`src/rtl/i2s_clkdiv_pkg.sv`:
```
package i2s_clkdiv_pkg;

   // width of a log2-encoded length (frame ratio or bits per frame)
   localparam int unsigned LG_W = 5;

   typedef logic [LG_W-1:0] lg_t;

   // active configuration, both fields log2-encoded
   typedef struct packed {
      lg_t rl;   // log2 of master clocks per frame
      lg_t bl;   // log2 of bit clocks per frame
   } clk_cfg_t;

   // legal when every bit half-period spans at least one master clock
   function automatic logic cfg_fits(input clk_cfg_t c);
      return c.rl > c.bl;
   endfunction

endpackage

```
`src/rtl/i2s_cfg_reg.sv`:
```
module i2s_cfg_reg
   import i2s_clkdiv_pkg::*;
#(
   parameter int unsigned RATIO_LG_MIN = 6,
   parameter int unsigned RATIO_OPTS   = 4,
   parameter int unsigned BPF_LG_MIN   = 5,
   parameter int unsigned BPF_OPTS     = 2,
   parameter int unsigned RATIO_SEL_W  = 2,
   parameter int unsigned BPF_SEL_W    = 1
) (
   input  logic                   clk,
   input  logic                   load,
   input  logic [RATIO_SEL_W-1:0] ratio_sel,
   input  logic [BPF_SEL_W-1:0]   frame_sel,
   output clk_cfg_t               cfg_d,
   output logic                   ok_d,
   output clk_cfg_t               cfg_q,
   output logic                   ok_q
);

   clk_cfg_t req;
   logic     in_range;

   always_comb begin
      req.rl   = LG_W'(RATIO_LG_MIN) + LG_W'(ratio_sel);
      req.bl   = LG_W'(BPF_LG_MIN) + LG_W'(frame_sel);
      in_range = ({1'b0, ratio_sel} < (RATIO_SEL_W+1)'(RATIO_OPTS)) &&
                 ({1'b0, frame_sel} < (BPF_SEL_W+1)'(BPF_OPTS));
      cfg_d    = load ? req : cfg_q;
      ok_d     = load ? (in_range && cfg_fits(req)) : ok_q;
   end

   // reset forces load, so these flops need no reset branch of their own
   always_ff @(posedge clk) begin
      cfg_q <= cfg_d;
      ok_q  <= ok_d;
   end

endmodule

```
`src/rtl/i2s_frame_ctr.sv`:
```
module i2s_frame_ctr
   import i2s_clkdiv_pkg::*;
#(
   parameter int unsigned CNT_W = 9
) (
   input  logic             clk,
   input  logic             rst,
   input  logic             run,
   input  lg_t              rl,
   output logic [CNT_W-1:0] cnt_q,
   output logic [CNT_W-1:0] cnt_d,
   output logic             wrap
);

   logic [CNT_W-1:0] last;

   always_comb begin
      last = {CNT_W{1'b1}} >> (LG_W'(CNT_W) - rl);
      wrap = run && (cnt_q == last);
      if (rst || !run || wrap) cnt_d = '0;
      else                     cnt_d = cnt_q + CNT_W'(1);
   end

   always_ff @(posedge clk) begin
      cnt_q <= cnt_d;
   end

endmodule

```
`src/rtl/i2s_edge_gen.sv`:
```
module i2s_edge_gen
   import i2s_clkdiv_pkg::*;
#(
   parameter int unsigned CNT_W = 9
) (
   input  logic             clk,
   input  logic             rst,
   input  logic [CNT_W-1:0] cnt_d,
   input  clk_cfg_t         cfg_d,
   input  logic             ok_d,
   output logic             bclk_q,
   output logic             wclk_q,
   output logic             err_q
);

   lg_t              half_lg;
   logic [CNT_W-1:0] b_sh;
   logic [CNT_W-1:0] w_sh;

   always_comb begin
      half_lg = cfg_d.rl - cfg_d.bl - LG_W'(1);
      b_sh    = cnt_d >> half_lg;
      w_sh    = cnt_d >> (cfg_d.rl - LG_W'(1));
   end

   // outputs registered from the next count so they leave on a clean edge
   always_ff @(posedge clk) begin
      err_q <= !ok_d;
      if (rst) begin
         bclk_q <= 1'b0;
         wclk_q <= 1'b0;
      end else begin
         bclk_q <= ok_d & b_sh[0];
         wclk_q <= ok_d & w_sh[0];
      end
   end

endmodule

```
`src/rtl/i2s_mclk_divider.sv`:
```
module i2s_mclk_divider
   import i2s_clkdiv_pkg::*;
#(
   parameter int unsigned RATIO_LG_MIN = 6,
   parameter int unsigned RATIO_OPTS   = 4,
   parameter int unsigned BPF_LG_MIN   = 5,
   parameter int unsigned BPF_OPTS     = 2,
   parameter bit          FWD_MCLK     = 1'b1,
   localparam int unsigned RATIO_SEL_W = (RATIO_OPTS > 1) ? $clog2(RATIO_OPTS) : 1,
   localparam int unsigned BPF_SEL_W   = (BPF_OPTS > 1) ? $clog2(BPF_OPTS) : 1,
   localparam int unsigned CNT_W       = RATIO_LG_MIN + RATIO_OPTS - 1
) (
   input  logic                   clk,
   input  logic                   rst,
   input  logic [RATIO_SEL_W-1:0] ratio_sel,
   input  logic [BPF_SEL_W-1:0]   frame_sel,
   output logic                   mclk_o,
   output logic                   bclk_o,
   output logic                   wclk_o,
   output logic                   cfg_err_o
);

   generate
      if (RATIO_OPTS < 1 || BPF_OPTS < 1) begin : g_bad_opts
         $error("i2s_mclk_divider: option counts must be at least one");
      end
      if (CNT_W > 24 || CNT_W >= (1 << LG_W)) begin : g_bad_width
         $error("i2s_mclk_divider: frame counter too wide");
      end
      if (RATIO_LG_MIN < 1) begin : g_bad_ratio
         $error("i2s_mclk_divider: smallest ratio must be at least two");
      end
   endgenerate

   clk_cfg_t         cfg_d, cfg_q;
   logic             ok_d, ok_q;
   logic             wrap;
   logic [CNT_W-1:0] cnt_q, cnt_d;
   logic             load;

   // selects are taken in reset, at a frame wrap, or while the current one is illegal
   assign load = rst | wrap | ~ok_q;

   i2s_cfg_reg #(
      .RATIO_LG_MIN (RATIO_LG_MIN),
      .RATIO_OPTS   (RATIO_OPTS),
      .BPF_LG_MIN   (BPF_LG_MIN),
      .BPF_OPTS     (BPF_OPTS),
      .RATIO_SEL_W  (RATIO_SEL_W),
      .BPF_SEL_W    (BPF_SEL_W)
   ) u_cfg (
      .clk       (clk),
      .load      (load),
      .ratio_sel (ratio_sel),
      .frame_sel (frame_sel),
      .cfg_d     (cfg_d),
      .ok_d      (ok_d),
      .cfg_q     (cfg_q),
      .ok_q      (ok_q)
   );

   i2s_frame_ctr #(
      .CNT_W (CNT_W)
   ) u_ctr (
      .clk   (clk),
      .rst   (rst),
      .run   (ok_q),
      .rl    (cfg_q.rl),
      .cnt_q (cnt_q),
      .cnt_d (cnt_d),
      .wrap  (wrap)
   );

   i2s_edge_gen #(
      .CNT_W (CNT_W)
   ) u_edge (
      .clk    (clk),
      .rst    (rst),
      .cnt_d  (cnt_d),
      .cfg_d  (cfg_d),
      .ok_d   (ok_d),
      .bclk_q (bclk_o),
      .wclk_q (wclk_o),
      .err_q  (cfg_err_o)
   );

   generate
      if (FWD_MCLK) begin : g_fwd
         assign mclk_o = clk;
      end else begin : g_no_fwd
         assign mclk_o = 1'b0;
      end
   endgenerate

endmodule

```
`config.mk`:
```
export PLATFORM = sky130hd
export DESIGN_NAME = i2s_mclk_divider
export DESIGN_NICKNAME = d
export VERILOG_FILES = /design/src/rtl/i2s_clkdiv_pkg.sv /design/src/rtl/i2s_cfg_reg.sv /design/src/rtl/i2s_frame_ctr.sv /design/src/rtl/i2s_edge_gen.sv /design/src/rtl/i2s_mclk_divider.sv
export SDC_FILE = /design/constraint.sdc
export NUM_CORES = 1
export LEC_CHECK = 0
export BUFFER_PORTS_ARGS = -buffer_cell sky130_fd_sc_hd__buf_4
export CAP_MARGIN = 25
export CORE_ASPECT_RATIO = 0.6
export CORE_MARGIN = 2
export CORE_UTILIZATION = 55
export CTS_CLUSTER_SIZE = 28
export DETAILED_ROUTE_END_ITERATION = 8
export HOLD_SLACK_MARGIN = 0.02
export PLACE_DENSITY = 0.72
export SLEW_MARGIN = 20
export SYNTH_ARGS = -nofsm -noshare
export SYNTH_HDL_FRONTEND = slang
export SYNTH_HIERARCHICAL = 1
export SYNTH_SLANG_ARGS = --single-unit
```
`constraint.sdc`:
```
create_clock -name clk -period 6.4 [get_ports clk]
set_input_delay 1.28 -clock clk [delete_from_list [all_inputs] [get_ports clk]]
set_output_delay 1.28 -clock clk [all_outputs]
set_load 0.1 [all_outputs]
```
## After elaboration in Yosys (flattened, before gate mapping)

Cells that the tools add are included.

- Flip-flop bits (word level): 23
- Input bits: 5
- Word-level logic and storage cells: 32
- Output and inout bits: 4

- Reduce and logical (&&, ||, !) cells: 5
- Bitwise operators: 5
- Add/sub/neg operators: 7
- Order comparisons: 1
- Mux-type cells: 3
- Shift-type cells: 3
- Eq/ne operators: 1

Operator list:

| cell | count |
|---|---|
| >> shifter 9 x 5 -> 1 bit | 2 |
| 2-to-1 mux 10 bit | 1 |
| subtractor 5 x 1 -> 5 bit (second input constant) | 2 |
| adder 9 x 1 -> 9 bit (second input constant) | 1 |
| equality test 9 bit | 1 |
| 2-to-1 mux 9 bit | 1 |
| >> shifter 9 x 5 -> 9 bit (first input constant) | 1 |
| > comparator 5 bit | 1 |
| subtractor 4 x 5 -> 5 bit (first input constant) | 1 |
| subtractor 5 bit | 1 |
| adder 3 x 1 -> 4 bit (first input constant) | 1 |
| adder 3 x 2 -> 4 bit (first input constant) | 1 |
| AND 1 bit | 2 |
| logical NOT 1 bit | 2 |
| logical OR 1 bit | 2 |
| OR 1 bit | 2 |
| logical AND 1 bit | 1 |
| 2-to-1 mux 1 bit | 1 |
| inverter 1 bit | 1 |

## Depth between registers and ports, before layout

- Word-level depth: 11
- Mapped depth: 18
- Depth with buffers taken out: 18

## Hierarchy

Netlist, hierarchy kept.

By module, submodules not included:

| module | seq. area each (um2) | area each (um2) | cells each | instances |
|---|---|---|---|---|
| i2s_frame_ctr | 180.2 | 800.8 | 99 | 1 |
| i2s_edge_gen | 60.1 | 470.5 | 53 | 1 |
| i2s_cfg_reg | 220.2 | 404.1 | 35 | 1 |
| i2s_mclk_divider | 0.0 | 16.3 | 2 | 1 |

==> results.py <==
metrics = {
    "outcome": {
        "status": "complete, no violations",
    },
    "synthesis": {
        "synth.distinct_cells": 50,
        "synthArstFlopShare_pct": 0,
        "avgSynthCellArea_um2": 8.95,
        "synth_top_cell_area_share_pct": 27.2,
        "ys_seq_area_share_pct": 27.2,
        "synth-edff-count": 0,
        "synth.ff_latch_count": 23,
        "synthCells": 189,
        "synth_ff_type": "dfxtp_1",
        "synthesis.nets": 206,
        "netlist_area_um2": 1690,
        "yosysMostFrequentCell": "dfxtp_1",
        "synth_warnings": 6,
        "synth_area_leaders": "dfxtp_1 (27%), ha_1 (8.1%), xor2_1 (5.2%)",
        "synth_commonest_cells": "dfxtp_1 (23), nand2_1 (21), inv_1 (19), a21oi_1 (15), ha_1 (11)",
        "yosysTopAreaCell": "dfxtp_1",
    },
    "global_route": {
        "grt_pass1_vias": 1306,
        "grt_pass1_wl_um": 6310,
        "overflow": 0,
        "grt.total_usage_pct": 25.1,
        "grt_max_degree": 14,
        "antenna_found_initial": 0,
    },
    "min_path": {
        "min_path_cells": 1,
        "min_path_type": "reg -> reg",
        "min_from": "u_cfg/cfg_q[2]",
    },
    "clocking": {
        "cts_resized": 0,
        "hold_buffers": 0,
        "cts.clk_slew.worst_paths_ns": 0.09,
        "postCtsSetupBuffers": 0,
        "cts_tree": "done",
        "clk_latency_ns": 0.38,
    },
    "sta": {
        "finalHoldViolations": 0,
        "tns_ns": 0,
        "fmax_ghz": 0.192,
        "drv_slew": 0,
        "skew_ns": 0.00870,
        "relSlewSlack_pct": 44.1,
        "setup_viol_count_final": 0,
        "rsz0062_at_grt": "no",
        "period_share_pct": 81.2,
        "tightestPinTransition_ns": 0.829,
        "postLayoutSetupSlackWorst_ns": 1.20,
        "finalCriticalPeriod_ns": 5.20,
    },
    "worst_setup_path": {
        "crit_arrival_ns": 5.47,
        "end_kind": "register",
        "cp_max_fo": 13,
        "crit_start": "u_cfg/cfg_q[6]",
        "r2r_cells": 18,
        "path_class": "reg -> reg",
        "cp-start-kind": "register",
        "worstPathRequired_ns": 6.68,
        "timing.rr.start": "u_cfg/cfg_q[6]",
    },
    "floorplan": {
        "pin_count": 9,
        "die-area_um2": 3550,
        "initial_core_util_pct": 58.5,
        "coreArea_um2": 2890,
        "rows": 15,
        "dieWidth_um": 75.6,
        "die_h_um": 47.0,
    },
    "finish": {
        "fin_nets": 219,
        "diodes": 0,
        "synthToLayoutAreaGrowth_pct": 10.5,
        "drive_above_1_share_pct": 18.9,
        "fill_cells": 267,
        "final_area_um2": 1870,
        "final_cells": 243,
    },
    "placed_design": {
        "dp_hpwl_um": 2990,
        "gp_routability_congestion": 0.936,
        "dp_cells": 236,
        "port-buffer-count": 8,
        "pre_cts_slack_ns": 1.23,
        "place_area_um2": 1780,
    },
    "drt": {
        "wl_per_cell_um": 15.9,
        "ant_nets": 0,
        "drt_first_pass_iters": 4,
        "vias_per_cell": 5.82,
        "drt-total-wl_um": 3860,
        "drt_iter0_markers": 89,
        "drc": 0,
        "vias": 1414,
    },
    "pwr": {
        "p_seq_share_pct": 24.6,
        "p_sw_mw": 0.373,
        "clkPwrFrac_pct": 25.1,
        "powerDensity_nw_per_um2": 425,
        "vdd_drop_max_mv": 0.401,
        "power.share.combinational_pct": 50.3,
        "p_leak_nw": 0.831,
        "swShare_pct": 46.9,
        "p_int_mw": 0.422,
    },
    "run": {
        "drv_cap": 0,
    },
}
cells by family after synthesis:
logic type / count (synthesis) / synth area share (%)
DFF: 23 / 27.2
xor gates and xnor gates: 17 / 9.25
adders and majority gates: 12 / 9.32
buffers and inverters: 22 / 5.55
and+or+nand+nor: 66 / 22.0
AOI/OAI and AO/OA: 37 / 17.5
muxes: 12 / 9.24
final cells by class:
class	instances	area, µm²	area share (%)
tap	42	52.6	2.81
multi-input combinational	144	1140	60.8
timing repair buffer	7	52.6	2.81
clock inverter	1	5.00	0.268
inverter	19	71.3	3.82
sequential	23	460	24.6
clock buffer	7	90.1	4.82
through the flow:
step | hold WS [ns] | utilization [%] | total power [mW]
6_report | 0.440 | 64.7 | 0.795
5_1_grt | 0.476 | 64.7 | 0.845
3_5_place_dp | 0.419 | 61.6 | 0.653
4_1_cts | 0.440 | 64.7 | 0.795
2_1_floorplan | 0.404 | - | 0.583
3_3_place_gp | 0.446 | 61.6 | 0.635
per-layer routing:
layer | vias up | track usage, % | wire [µm]
li1 | 691 | - | -
met1 | 670 | 33.6 | 1790
met2 | 47 | 37.6 | 1710
met3 | 6 | 8.58 | 310
met4 | 0 | 10.5 | 51
met5 | - | 0 | 0
critical path, cell delays in order, from the launching register on:
cell       delay (ns)
dfxtp_1          0.48
inv_1            0.10
ha_1             0.40
or3b_4           0.42
a2111oi_2        0.35
o41ai_2          0.16
a221oi_4         0.41
and2_1           0.19
or3b_1           0.40
mux2_2           0.41
inv_1            0.06
ha_1             0.16
inv_1            0.05
fa_1             0.42
xnor2_2          0.33
mux2i_1          0.14
nor3b_2          0.16
nor3_1           0.08
a2111oi_2        0.36
worst paths after layout:
check | slack (ns) | to
worst max-delay path | 1.20 | u_edge/bclk_q
worst min-delay path | 0.44 | u_cfg/cfg_q[2]
worst max register to register | 1.20 | u_edge/bclk_q
worst min register to register | 0.44 | u_cfg/cfg_q[2]
registers in the layout, summed over array words and instances, names as in the netlist:
name and cells:
u_edge/err_q 1, u_edge/wclk_q 1, u_ctr/cnt_q 9, u_cfg/cfg_q 10, u_cfg/ok_q 1, u_edge/bclk_q 1
power by group through the flow:
stage	clock network, mW	logic [mW]	registers, mW
after floorplan	0.0590	0.305	0.219
after global placement	0.0590	0.377	0.198
after detailed placement	0.0590	0.395	0.199
after CTS	0.202	0.397	0.196
after global routing	0.209	0.434	0.201
final	0.199	0.400	0.196
cells in the final DEF, fill, tap and decap left out, types with 3 or more instances in the layout:
cell type / n
a21o_1: 3
a21oi_1: 15
and2b_2: 4
and3_1: 3
buf_4: 8
clkbuf_8: 6
dfxtp_1: 23
ha_1: 11
inv_1: 19
mux2_2: 5
mux2i_1: 4
nand2_1: 21
nand2b_1: 3
nand3_1: 5
nor2_1: 8
nor3_1: 6
xnor2_1: 6
xor2_1: 10
Power figures use the tool's default switching activity.
